**config.mk**
```make
export PLATFORM = sky130hd
export DESIGN_NAME = hs2to4_converter
export DESIGN_NICKNAME = d
export VERILOG_FILES = /design/src/rtl/hs2to4_pkg.sv /design/src/rtl/hs2to4_sampler.sv /design/src/rtl/hs2to4_next.sv /design/src/rtl/hs2to4_converter.sv
export SDC_FILE = /design/constraint.sdc
export NUM_CORES = 1
export LEC_CHECK = 0
export ABC_CLOCK_PERIOD_IN_PS = 1100
export BUFFER_PORTS_ARGS = -buffer_cell sky130_fd_sc_hd__buf_2
export CAP_MARGIN = 5
export CORE_AREA = 2 2 39 41
export CTS_CLUSTER_DIAMETER = 100
export DETAILED_ROUTE_END_ITERATION = 7
export DIE_AREA = 0 0 41 43
export REMOVE_ABC_BUFFERS = 1
export SLEW_MARGIN = 20
export SYNTH_ARGS = -nofsm -noshare
export SYNTH_HDL_FRONTEND = slang
export SYNTH_SLANG_ARGS = --single-unit
```
**constraint.sdc**
```tcl
create_clock -name clk -period 1.1 [get_ports clk]
set_input_delay 0.11 -clock clk [delete_from_list [all_inputs] [get_ports clk]]
set_output_delay 0.11 -clock clk [all_outputs]
set_load 0.1 [all_outputs]
```
**src/rtl/hs2to4_pkg.sv**
```systemverilog
// Shared types for the two-to-four-phase request converter.
package hs2to4_pkg;

    localparam int STATE_W = 3;

    // State numbers are visible on the debug port; the order is the handshake sequence.
    typedef enum logic [STATE_W-1:0] {
        ST_IDLE_LO   = 3'd0,
        ST_ARB_RISE  = 3'd1,
        ST_GNT_RISE  = 3'd2,
        ST_IDLE_HI   = 3'd3,
        ST_ARB_FALL  = 3'd4,
        ST_GNT_FALL  = 3'd5
    } hs_state_e;

    // Registered outputs of the controller.
    typedef struct packed {
        logic arb_req;
        logic sync_tgl;
    } hs_out_t;

endpackage

```
**src/rtl/hs2to4_sampler.sv**
```systemverilog
// Sampling chain for asynchronous handshake inputs.
// Assumes: STAGES = 0 gives a direct path; otherwise each bit passes STAGES flops.
module hs2to4_sampler #(
    parameter int WIDTH  = 2,
    parameter int STAGES = 2
) (
    input  logic             clk,
    input  logic             rst_n,
    input  logic [WIDTH-1:0] d,
    output logic [WIDTH-1:0] q
);

    generate
        if (STAGES == 0) begin : g_direct
            assign q = d;
        end else begin : g_chain
            logic [STAGES-1:0][WIDTH-1:0] stg;

            // Shift the raw inputs through the flop chain.
            always_ff @(posedge clk) begin
                if (!rst_n) begin
                    stg <= '0;
                end else begin
                    stg[0] <= d;
                    for (int i = 1; i < STAGES; i++) begin
                        stg[i] <= stg[i-1];
                    end
                end
            end

            assign q = stg[STAGES-1];
        end
    endgenerate

endmodule

```
**src/rtl/hs2to4_next.sv**
```systemverilog
// Next-state and next-output logic of the six-state converter.
// Assumes: the inputs are already sampled. An input change that the current state
// does not wait for leaves state and outputs as they are.
module hs2to4_next
    import hs2to4_pkg::*;
(
    input  hs_state_e cur_state,
    input  hs_out_t   cur_out,
    input  logic      req_s,
    input  logic      gnt_s,
    output hs_state_e nxt_state,
    output hs_out_t   nxt_out
);

    // Work out the successor for the state's one awaited input.
    always_comb begin
        nxt_state = cur_state;
        nxt_out   = cur_out;
        unique case (cur_state)
            ST_IDLE_LO: begin
                if (req_s) begin
                    nxt_state       = ST_ARB_RISE;
                    nxt_out.arb_req = 1'b1;
                end
            end
            ST_ARB_RISE: begin
                if (gnt_s) begin
                    nxt_state        = ST_GNT_RISE;
                    nxt_out.arb_req  = 1'b0;
                    nxt_out.sync_tgl = 1'b1;
                end
            end
            ST_GNT_RISE: begin
                if (!gnt_s) begin
                    nxt_state = ST_IDLE_HI;
                end
            end
            ST_IDLE_HI: begin
                if (!req_s) begin
                    nxt_state       = ST_ARB_FALL;
                    nxt_out.arb_req = 1'b1;
                end
            end
            ST_ARB_FALL: begin
                if (gnt_s) begin
                    nxt_state        = ST_GNT_FALL;
                    nxt_out.arb_req  = 1'b0;
                    nxt_out.sync_tgl = 1'b0;
                end
            end
            ST_GNT_FALL: begin
                if (!gnt_s) begin
                    nxt_state = ST_IDLE_LO;
                end
            end
            default: begin
                nxt_state = ST_IDLE_LO;
                nxt_out   = '0;
            end
        endcase
    end

endmodule

```
**src/rtl/hs2to4_converter.sv**
```systemverilog
// Top level: converts each edge of a transition request into one four-phase
// arbiter exchange and one flip of a synchronous toggle.
// Assumes: the arbiter holds the grant until arb_req falls and then drops it.
module hs2to4_converter
    import hs2to4_pkg::*;
#(
    parameter int SYNC_STAGES = 2
) (
    input  logic               clk,
    input  logic               rst_n,
    input  logic               req_in,
    input  logic               gnt_in,
    output logic               arb_req,
    output logic               sync_tgl,
    output logic [STATE_W-1:0] state_dbg
);

    localparam int IN_W = 2;

    logic [IN_W-1:0] raw_in;
    logic [IN_W-1:0] smp_in;
    logic            req_s;
    logic            gnt_s;
    hs_state_e       state_q, state_d;
    hs_out_t         out_q, out_d;

    assign raw_in = {req_in, gnt_in};

    hs2to4_sampler #(
        .WIDTH  (IN_W),
        .STAGES (SYNC_STAGES)
    ) u_sampler (
        .clk   (clk),
        .rst_n (rst_n),
        .d     (raw_in),
        .q     (smp_in)
    );

    assign req_s = smp_in[1];
    assign gnt_s = smp_in[0];

    hs2to4_next u_next (
        .cur_state (state_q),
        .cur_out   (out_q),
        .req_s     (req_s),
        .gnt_s     (gnt_s),
        .nxt_state (state_d),
        .nxt_out   (out_d)
    );

    // Hold the state and the registered outputs.
    always_ff @(posedge clk) begin
        if (!rst_n) begin
            state_q <= ST_IDLE_LO;
            out_q   <= '0;
        end else begin
            state_q <= state_d;
            out_q   <= out_d;
        end
    end

    assign arb_req   = out_q.arb_req;
    assign sync_tgl  = out_q.sync_tgl;
    assign state_dbg = state_q;

endmodule

```
**Yosys cells after proc, flatten, opt, wreduce, memory -nomap -nowiden**

Index checks and enable logic that the tools add are counted.

- Register bits: 9
- Input bits: 4
- Output and inout bits: 5
- Logic and storage cells: 37

- Equal/unequal tests: 11
- Mux-type cells: 13
- Bitwise gates (word level): 2
- Reductions and logical operators: 6

Operator list:

| operator | count |
|---|---|
| 3-bit 2-to-1 mux | 6 |
| 3-bit case mux with 6 select lines | 1 |
| 2-bit inequality test, second input constant | 6 |
| 3-bit by 2-bit == test with 1-bit output, second input constant | 2 |
| 3-bit == test, second input constant | 2 |
| 6-bit AND reduction | 1 |
| 1-bit case mux with 5 select lines | 1 |
| 5-bit AND reduction | 1 |
| 2-bit 2-to-1 mux | 2 |
| 4-bit OR reduction | 1 |
| 3-bit by 1-bit == test with 1-bit output, second input constant | 1 |
| 3-bit zero test | 1 |
| 1-bit case mux with 3 select lines | 1 |
| 3-bit AND reduction | 1 |
| 1-bit 2-to-1 mux | 2 |
| 1-bit NOT | 2 |
| 2-bit OR reduction | 1 |

**Logic depth before layout (Yosys ltp)**

Gate-level depths: netlist (run 1).

- Depth in word-level cells: 4
- Mapped depth: 5
- Gate-level depth less buffers: 4

**Hierarchy**

From an unflattened synthesis (run 1), not the netlist that was laid out.

- Cells, all modules: 44
- Area, all modules: 395.4 µm²

By module, submodules not included:

| module | times used | cells each | area an instance (µm²) | sequential area each (µm²) |
|---|---|---|---|---|
| hs2to4_next | 1 | 24 | 143.9 | 0.0 |
| hs2to4_converter | 1 | 10 | 131.4 | 100.1 |
| hs2to4_sampler | 1 | 10 | 120.1 | 80.1 |

**Worst setup path before layout (run 1)**

No wires, ideal clock.

- Path kind: reg-to-reg
- Start point: register state_q[2] (netlist: state_dbg[2])
- End point: register out_q, in the netlist arb_req
- Setup time: 0.123 ns
- Arrival: 1.670 ns
- Data required time: 0.977 ns
- Path slack: -0.693 ns
- Cell stages (with the launch flop): 5
- Buffers on the path: 0
- Period minus slack after synthesis: 1.793 ns
- Path through: dfxtp_1 inv_1 o21ba_1 o22ai_1 a21oi_1

- Longest elaborated chain between the ends: 4
- Elaborated cells between the ends (all ways): 14
- Classes of those cells: eq/ne (9); mux (1); bitwise (1); reduce/logical (3)

RTL lines:

| what | RTL line | source |
|---|---|---|
| from (decl) | hs2to4_converter.sv:24 | `hs_state_e state_q, state_d;` |
| from (signal assigned) | hs2to4_converter.sv:57 | `state_q <= state_d;` |
| 3-bit by 2-bit == test with 1-bit output / 3-bit == test (equally long branches) | hs2to4_next.sv:19 | `unique case (cur_state)` |
| 2-bit OR reduction (no line) | n/a |  |
| 1-bit NOT (no line) | n/a |  |
| 5-bit AND reduction (no line) | n/a |  |
| to (signal assigned) | hs2to4_converter.sv:58 | `out_q <= out_d;` |
| to (decl) | hs2to4_converter.sv:25 | `hs_out_t out_q, out_d;` |

Parallel ways exist; a longest one is shown, timed or not.
A chain may end at the register's enable or synchronous reset.

**Worst setup path after layout (run 1)**

- Start point: register state_q[1] (netlist: state_dbg[1])
- End point: output state_dbg[1]

RTL lines:

| what | RTL line | source |
|---|---|---|
| to (decl) | hs2to4_converter.sv:15 | `output logic [STATE_W-1:0] state_dbg` |

No word-level cell between the ends.

==> results of run 1 <==
[synth_stat cells (2+ instances only)]
| library cell | number | area share (%) |
|---|---|---|
| nor2b_4 | 2 | 6.8 |
| o21ai_0 | 2 | 2.5 |
| a21oi_1 | 4 | 5.0 |
| inv_1 | 3 | 2.8 |
| nor2_1 | 2 | 1.9 |
| dfxtp_1 | 9 | 45 |
| and2_1 | 5 | 7.8 |
[metrics by stage]
stage                     hold WS, ns  area, um^2  worst slack (ns)  setup TNS (ns)  std cells
after floorplan                 0.228         384            -0.725           -3.27         40
after global placement          0.318         549           0.00591               0         68
after detailed placement        0.320         549           0.00149               0         68
after CTS                      0.0496         581            0.0189               0         72
after global routing           0.0581         594           -0.0109         -0.0133         73
final                          0.0569         594            0.0352               0         73
[routing by layer]
metal,up-vias,GRT usage (%)
met1,152,12.4
met3,0,3.14
li1,172,-
met2,7,14.7
met5,-,0
met4,0,8.00
[power by group through the flow]
stage / Combinational [mW] / Clock, mW / Sequential [mW]
2_1_floorplan: 0.0413 / 0 / 0.433
3_3_place_gp: 0.175 / 0 / 0.367
3_5_place_dp: 0.176 / 0 / 0.367
4_1_cts: 0.176 / 0.263 / 0.358
5_1_grt: 0.188 / 0.281 / 0.359
6_report: 0.178 / 0.249 / 0.358
[area by class of cell]
type                            count  area [um^2]
Clock buffer                        4         26.3
Fill cell                         136          790
Inverter                            3         11.3
Multi-Input combinational cell     28          195
Sequential cell                     9          189
Tap cell                           16         20.0
Timing Repair Buffer               13          153
[flip-flops by register name (all words and copies together), names as in the netlist]
register	flops
arb_req	1
state_dbg	3
sync_tgl	1
u_sampler.g_chain.stg	2
u_sampler.q	2
[worst register-to-register path: stages, from the launching register on]
cell,delay (ns)
dfxtp_2,0.38
nor2b_2,0.19
nor2_1,0.07
o2bb2ai_1,0.11
and2_1,0.15
[logic make-up after synthesis]
group	Yosys count	share of synthesized area [%]
flip-flops	9	44.7
AO/OA/AOI/OAI	12	19.6
buffers and inverters	5	7.45
AND/OR/NAND/NOR	15	26.1
XOR/XNOR	1	2.17
[final timing paths]
kind | cells after the start | from | to | slack [ns]
worst max-delay path | 2 | state_dbg[1] | state_dbg[1] | 0.04
worst min-delay path | 2 | req_in | u_sampler.g_chain.stg[1] | 0.06
worst max register to register | 4 | u_sampler.q[0] | sync_tgl | 0.09
worst min register to register | 1 | u_sampler.g_chain.stg[1] | u_sampler.q[1] | 0.43
[repair_timing]
action / in CTS / in global routing
setup buffers: 0 / 1
gates resized for setup: 3 / 3
endpoints found under the setup margin: 5 / 4
[cells in the final DEF, fill, tap and decap left out]
| cell | netlist | layout |
|---|---|---|
| dfxtp_1 | 9 | 6 |
| and2_1 | 5 | 5 |
| buf_12 | 0 | 5 |
| buf_4 | 1 | 5 |
| a21oi_1 | 4 | 4 |
| inv_1 | 3 | 3 |
| clkbuf_4 | 0 | 3 |
| buf_2 | 0 | 3 |
| nor2_1 | 2 | 2 |
| nor2b_4 | 2 | 2 |
| o21ai_0 | 2 | 2 |
| dfxtp_4 | 0 | 2 |
| nor2b_2 | 0 | 1 |
| o2bb2ai_1 | 1 | 1 |
| o21ba_1 | 1 | 1 |
| nand2b_1 | 1 | 1 |
| o22ai_1 | 1 | 1 |
| nand3_1 | 1 | 1 |
| o211ai_1 | 1 | 1 |
| a22o_1 | 1 | 1 |
| and3_1 | 1 | 1 |
| xnor2_1 | 1 | 1 |
| and4_2 | 1 | 1 |
| nor3_1 | 1 | 1 |
| o21a_1 | 1 | 1 |
| clkbuf_1 | 0 | 1 |
| dfxtp_2 | 0 | 1 |
==> out/metrics.cfg, run 1 <==
[global_routing]
grt_usage_pct = 10.4
antenna_found_initial = 0
first_global_vias = 308
grt_pass1_wl_um = 1210
overflow = 0
grt_max_degree = 10

[synth]
synth-seq-cells = 9
syn-cell-area_um2 = 403
synth_top_flop_cell = dfxtp_1
seq_area_frac_synth_pct = 44.7
yosys_warnings = 0
synth_area_per_cell_um2 = 9.59
async_flop_share_pct = 0
ys_types = 22
syn_inst = 42
synth_edf_count = 0

[clock_network]
cts_hold_buf = 0
cts.sink_count = 9
cts_buffer_depth = 2
clk_latency_ns = 0.25
h-tree-depth = 1
cts_tree = done
clk_pin_slew_ns = 0.06
cts_made_buffers = 3
cts_root_buffer = clkbuf_4

[detailed_routing]
wl_per_cell_um = 10.7
via_per_inst = 4.53
dr_total_vias = 331
drt_first_pass_iters = 3
wl_met2_um = 389
met1_length_um = 375
top_layer = met3
wl_met3_um = 18
ant_nets = 0
drc_errors = 0
detail_route.iter0.violations = 7
wl_um = 782

[floorplan]
die_x_um = 41
fp.dieH_um = 43
num_io_pins = 9
start_util_pct = 29.1
dieArea_um2 = 1760
rows = 14
core_um2 = 1380

[power]
power_switching_uw = 230
p_per_area_nw_per_um2 = 1320
power_frac_seq_pct = 45.7
p_leak_nw = 0.242
p_int_uw = 554
ir_drop_uv = 534
pwr-share-comb_pct = 22.6
finalPower_uw = 784
clockPowerShare_pct = 31.7
swShare_pct = 29.3

[sta]
relSlewSlack_pct = 84.8
final_hold_viol_count = 0
fmax_ghz = 0.939
setup-violations-final = 0
skew_ns = 0.00368
final.min_clock_period_ns = 1.06
finalCritPeriodShare_pct = 96.8
tightest_slew_ns = 0.226
rsz0062_at_grt = true
drv_slew = 0

[final_layout]
area_delta_synth_final_pct = 47.5
post-route-util_pct = 42.9
diodes = 0
finalNetCount = 62
drive_gt1_share_pct = 40.4

[setup_path]
crit_type = register to primary output
cp_num_buf_inv = 2
worstPathCellList = buf_4 > buf_12
cpPeakStageDelay_ns = 0.40
cp-start-kind = register
critPathRequiredTime_ns = 0.99
crit_family = flip-flops
arrival_ns = 0.95
endpoint_kind = primary output
slowest_stage = dfxtp_4
worst-path-max-fanout = 8

[job]
cap_violations = 0

[placed_design]
hpwl_um = 532
place_congestion = 0.742
io_buffer_count = 8

[outcome]
status = complete, no violations

[min_path]
hold_path_class = primary input to register

No activity file was read; power rests on OpenSTA's default activity.
==> run 2, diff against run 1 <==
--- a/config.mk
+++ b/config.mk
@@ -8,10 +8,13 @@
 export ABC_CLOCK_PERIOD_IN_PS = 1100
 export BUFFER_PORTS_ARGS = -buffer_cell sky130_fd_sc_hd__buf_2
 export CAP_MARGIN = 5
+export CELL_PAD_IN_SITES_DETAIL_PLACEMENT = 1
+export CELL_PAD_IN_SITES_GLOBAL_PLACEMENT = 1
 export CORE_AREA = 2 2 39 41
 export CTS_CLUSTER_DIAMETER = 100
 export DETAILED_ROUTE_END_ITERATION = 7
 export DIE_AREA = 0 0 41 43
+export PLACE_DENSITY_LB_ADDON = 0.1
 export REMOVE_ABC_BUFFERS = 1
 export SLEW_MARGIN = 20
 export SYNTH_ARGS = -nofsm -noshare
==> run 2 against run 1 <==
  * Core utilization shrank 0.091 points
  * Critical path type is now register to register
  * Largest cell class unchanged
  * Critical endpoint is now arb_req
  * Clock-buffer cell count is the same
  * Worst setup slack gained 0.023 ns
  * Fmax grew 2.2%
==> out/metrics.cfg, run 2 (synthesized netlist as in run 1, its figures left out) <==
[final_layout]
largest_reg_flops = 3
layout_commonest_cell = dfxtp_1
multi_input_area_um2 = 201
finalNetCount = 61
drive_gt1_share_pct = 41.1
fillers = 167
area_delta_synth_final_pct = 47.2
diodes = 0
regArea_um2 = 189
mostFrequentLayoutCells = dfxtp_1, and2_1, buf_12

[detailed_routing]
detail_route.iter0.violations = 0
wl_um = 858
via_per_inst = 4.76
dr_total_vias = 343
drt_first_pass_iters = 1
wl_per_cell_um = 11.9
drc_errors = 0
ant_nets = 0

[setup_path]
endpoint_kind = register
arrival_ns = 1.19
cp-start-kind = register
critPathRequiredTime_ns = 1.24
worstPathCellList = nor2b_4 > o21ba_1 > o22ai_2 > a21oi_1
slowest_stage = dfxtp_4
worst-path-max-fanout = 8
cpPeakStageDelay_ns = 0.39
crit_type = register to register

[global_routing]
antenna_found_initial = 0
first_global_vias = 357
overflow = 0
grt_pass1_wl_um = 1600
grt_usage_pct = 13.6
grt_max_degree = 10

[floorplan]
fp.dieH_um = 43
rows = 14
die_x_um = 41
dieArea_um2 = 1760
start_util_pct = 29.1
core_um2 = 1380
num_io_pins = 9

[clock_network]
clk_latency_ns = 0.25
cts.sink_count = 9
cts_tree = done
clk_pin_slew_ns = 0.06
cts_buffer_depth = 2
cts_made_buffers = 3
cts_root_buffer = clkbuf_4
h-tree-depth = 1

[sta]
setup-violations-final = 0
rsz0062_at_grt = true
final.min_clock_period_ns = 1.04
relSlewSlack_pct = 85.4
setup_tns_ns = 0
tightest_slew_ns = 0.217
skew_ns = 0.00618
drv_slew = 0
final_hold_viol_count = 0
finalCritPeriodShare_pct = 94.7
fmax_ghz = 0.960

[power]
power_frac_seq_pct = 45.7
pwr-share-comb_pct = 22.7
ir_drop_uv = 546
finalPower_uw = 787
swShare_pct = 29.5
p_leak_nw = 0.239
p_per_area_nw_per_um2 = 1330
clockPowerShare_pct = 31.6
power_switching_uw = 232
p_int_uw = 555

[placed_design]
io_buffer_count = 8
hpwl_um = 681
place_congestion = 0.694

[min_path]
hold_path_class = primary input to register

[job]
cap_violations = 0

[outcome]
status = complete, no violations

run 2: path summary, 6_finish.rpt:
check / start / endpoint / slack [ns] / depth (start not counted)
worst min-delay path: req_in / u_sampler.g_chain.stg[1] / 0.07 / 2
worst max register to register: state_dbg[0] / arb_req / 0.06 / 4
worst min register to register: u_sampler.g_chain.stg[0] / u_sampler.q[0] / 0.44 / 1
worst max-delay path: state_dbg[0] / arb_req / 0.06 / 4
run 2: power by group through the flow:
stage	Combinational, mW	Clock, mW	Sequential (mW)
6_report	0.179	0.249	0.359
5_1_grt	0.190	0.289	0.362
4_1_cts	0.178	0.260	0.363
3_5_place_dp	0.177	0	0.369
3_3_place_gp	0.175	0	0.368
2_1_floorplan	0.0413	0	0.433
run 2: layout make-up:
type | instances | area share, %
inverters | 3 | 1.90
clock buffers | 4 | 4.43
well taps | 16 | 3.38
flip-flops and latches | 9 | 31.9
multi-input cells | 28 | 34.0
repair buffers | 12 | 24.5
run 2: layer usage:
metal  GRT usage, %  vias up  wire, um
li1               -      172         -
met1           16.9      165       372
met2           20.3        6       454
met3           4.71        0        30
met4           6.00        0         0
met5              0        -         0
run 2: per-stage QoR:
step	instance area (um^2)	util (%)	std cells	hold slack, ns	setup WS [ns]
6_report	593	42.9	72	0.0693	0.0579
5_1_grt	593	42.9	72	0.0637	-0.00119
4_1_cts	579	41.9	72	0.0662	0.00521
3_5_place_dp	549	39.7	68	0.328	-0.101
3_3_place_gp	549	39.7	68	0.319	-0.0592
2_1_floorplan	384	-	40	0.228	-0.725
run 2: critical path: cells and delay by family, from the launching register on:
| kind | cells | cell delay [ns] |
|---|---|---|
| flops | 1 | 0.39 |
| simple gates | 1 | 0.15 |
| compound gates | 3 | 0.39 |
run 2: what timing repair did:
action / in CTS / in global routing
buffers inserted: 0 / 0
cloned: 0 / 0
hold buffers: 0 / 0
endpoints found under the hold margin: 0 / 0
gates resized for setup: 3 / 4
setup endpoints to repair: 6 / 4
==> run 3, diff against run 2 <==
--- a/config.mk
+++ b/config.mk
@@ -5,15 +5,16 @@
 export SDC_FILE = /design/constraint.sdc
 export NUM_CORES = 1
 export LEC_CHECK = 0
+export ABC_AREA = 1
 export ABC_CLOCK_PERIOD_IN_PS = 1100
 export BUFFER_PORTS_ARGS = -buffer_cell sky130_fd_sc_hd__buf_2
 export CAP_MARGIN = 5
 export CELL_PAD_IN_SITES_DETAIL_PLACEMENT = 1
 export CELL_PAD_IN_SITES_GLOBAL_PLACEMENT = 1
-export CORE_AREA = 2 2 39 41
+export CORE_MARGIN = 8
+export CORE_UTILIZATION = 30
 export CTS_CLUSTER_DIAMETER = 100
 export DETAILED_ROUTE_END_ITERATION = 7
-export DIE_AREA = 0 0 41 43
 export PLACE_DENSITY_LB_ADDON = 0.1
 export REMOVE_ABC_BUFFERS = 1
 export SLEW_MARGIN = 20
==> run 3 against run 2 <==
  * The run now ends with setup timing left
  * Clock skew shrank 0.0029 ns
  * First-iteration DRC count grew 4
  * Wire length grew 50%
  * Global-route usage shrank 2.8 points
  * Sequential share of layout area shrank 6.7 points
  * Worst setup slack lost 0.091 ns
  * Final cell count grew 44%
  * Non-clock buffer count grew 6
  * Die area grew 67%
  * Final area grew 28%
  * Largest cell class unchanged
==> out/metrics.cfg, run 3 <==
[sta]
skew_ns = 0.00326
final_hold_viol_count = 0
relSlewSlack_pct = 88.9
drv_slew = 0
finalCritPeriodShare_pct = 103
final.min_clock_period_ns = 1.13
fmax_ghz = 0.882
finalWorstSetupSlack_ns = -0.0333
rsz0062_at_grt = true
tightest_slew_ns = 0.165
setup-violations-final = 5

[floorplan]
dieArea_um2 = 2950
fp.dieH_um = 54.3
start_util_pct = 30.7
rows = 14
num_io_pins = 9
die_x_um = 54.3
core_um2 = 1440

[setup_path]
crit_family = simple AND/OR/NAND/NOR gates
critPathRequiredTime_ns = 1.24
cp_num_buf_inv = 1
cp-start-kind = register
endpoint_kind = register
crit_type = register to register
cpPeakStageDelay_ns = 0.38
regToRegStartpoint = state_dbg[0]
cp.depth = 7
r2r.worst_path.cells = 7
rrSetupSlack_ns = -0.03
arrival_ns = 1.28
critPathMostFrequentCell = nand2_2
worst-path-max-fanout = 7
slowest_stage = dfxtp_4
reg2reg_to = arb_req
worstPathCellList = nor2_4 > nand2_2 > nand2_2 > nand2_4 > buf_6 > nand4_1 > a21oi_1

[final_layout]
final_cells = 104
layout_commonest_cell = nand2_1
diodes = 0
finalNetCount = 93
mostFrequentLayoutCells = nand2_1, inv_1, buf_4
fillers = 180
post-route-util_pct = 53.0
area_delta_synth_final_pct = 73.0
fin_area_um2 = 762
largest_reg_flops = 3
drive_gt1_share_pct = 50.0

[placed_design]
hpwl_um = 940
dp_slack_ns = -0.118
place_congestion = 0.820
place_area_um2 = 636
io_buffer_count = 8
dp_cells = 99

[job]
cap_violations = 0

[clock_network]
cts_tree = done
cts.sink_count = 9
cts_buffer_depth = 2
clk_latency_ns = 0.25
cts_root_buffer = clkbuf_4
clk_pin_slew_ns = 0.06
h-tree-depth = 1
cts_made_buffers = 3

[synth]
synthTopCellsByCount = nand2_1, inv_1, dfxtp_1
synth_edf_count = 0
synth-seq-cells = 9
yosys.area.top_type_share_pct = 40.9
async_flop_share_pct = 0
syn-cell-area_um2 = 440
yosys.area.top_type = dfxtp_1
synth_most_common_cell = nand2_1
syn_inst = 67
seq_area_frac_synth_pct = 40.9
ys_types = 14
synth_area_per_cell_um2 = 6.57
synth_area_leaders = dfxtp_1, nand2_1, inv_1
synth_top_flop_cell = dfxtp_1
yosys_warnings = 0

[detailed_routing]
wl_um = 1280
ant_nets = 0
dr_total_vias = 479
drc_errors = 0
wl_per_cell_um = 12.3
detail_route.iter0.violations = 4
via_per_inst = 4.61
drt_first_pass_iters = 3

[global_routing]
antenna_found_initial = 0
grt_usage_pct = 10.8
first_global_vias = 576
grt_max_degree = 10
overflow = 0
grt_pass1_wl_um = 2280

[outcome]
failed_checks = setup timing
status = complete, but fails checks

[min_path]
hold_path_class = primary input to register
hp-start = req_in
hold_depth = 3
hold_end = u_sampler.g_chain.stg[1]

## run 3: cell count changes after synthesis, sizes merged, moves of 3 or more
| cell | change |
|---|---|
| nand2 | +24 |
| nand4 | +4 |
| nor2b | -3 |
| nor2 | +5 |
| and2 | -4 |
| nand3 | +4 |
| inv | +10 |
## run 3: what timing repair did
item	in CTS	in global routing
resized for setup	20	7
pin swaps	7	8
buffers inserted	1	0
setup endpoints to repair	7	6
hold buffers	0	0
## run 3: cell type report
class	instances	area [um^2]	area share, %
Clock buffer	4	26.3	3.45
Inverter	13	51.3	6.73
Multi-Input combinational cell	44	275	36.1
Sequential cell	9	191	25.1
Tap cell	16	20.0	2.63
Timing Repair Buffer	18	198	25.9
## run 3: logic make-up (layout without fill, tap and decap cells)
kind of cell / Yosys count / count (layout) / share of synthesized area (%)
AND/OR/NAND/NOR: 41 / 41 / 42.9
buffers and inverters: 14 / 35 / 12.8
AO/OA/AOI/OAI: 3 / 3 / 3.41
flip-flops: 9 / 9 / 40.9
## run 3: stage by stage
step,TNS (ns),hold WS (ns)
floorplan,-3.86,0.203
global placement,-0.339,0.293
detailed placement,-0.453,0.302
CTS,-0.0437,0.0304
global route,-0.443,0.0354
finish,-0.0766,0.0376
## run 3: worst register-to-register path, delay by kind of cell, from the launching register on
kind / cells / cell delay [ns]
buffers and inverters: 1 / 0.12
flip-flops: 1 / 0.38
AND/OR/NAND/NOR: 5 / 0.47
AO/OA/AOI/OAI: 1 / 0.06
## run 3: layer usage
metal / global-route usage, % / vias up / part of all wire (%)
li1: - / 246 / -
met1: 10.5 / 225 / 44
met2: 19.3 / 6 / 51
met3: 3.26 / 2 / 3.1
met4: 7.38 / 0 / 1.9
met5: 0 / - / 0
## run 3: how the worst max path moves through the flow
stage	from	end	slack [ns]
6_report	state_dbg[0]	arb_req	-0.03
5_1_grt	state_dbg[0]	arb_req	-0.1
4_1_cts	state_dbg[1]	state_dbg[2]	-0.02
3_5_place_dp	state_dbg[1]	state_dbg[2]	-0.12
3_3_place_gp	state_dbg[1]	state_dbg[0]	-0.08
2_1_floorplan	state_dbg[2]	state_dbg[2]	-0.77
Power of run 3 is left out: the tool's default activity adds up to more than one toggle a clock period on the data nets, which glitch-free logic cannot reach.
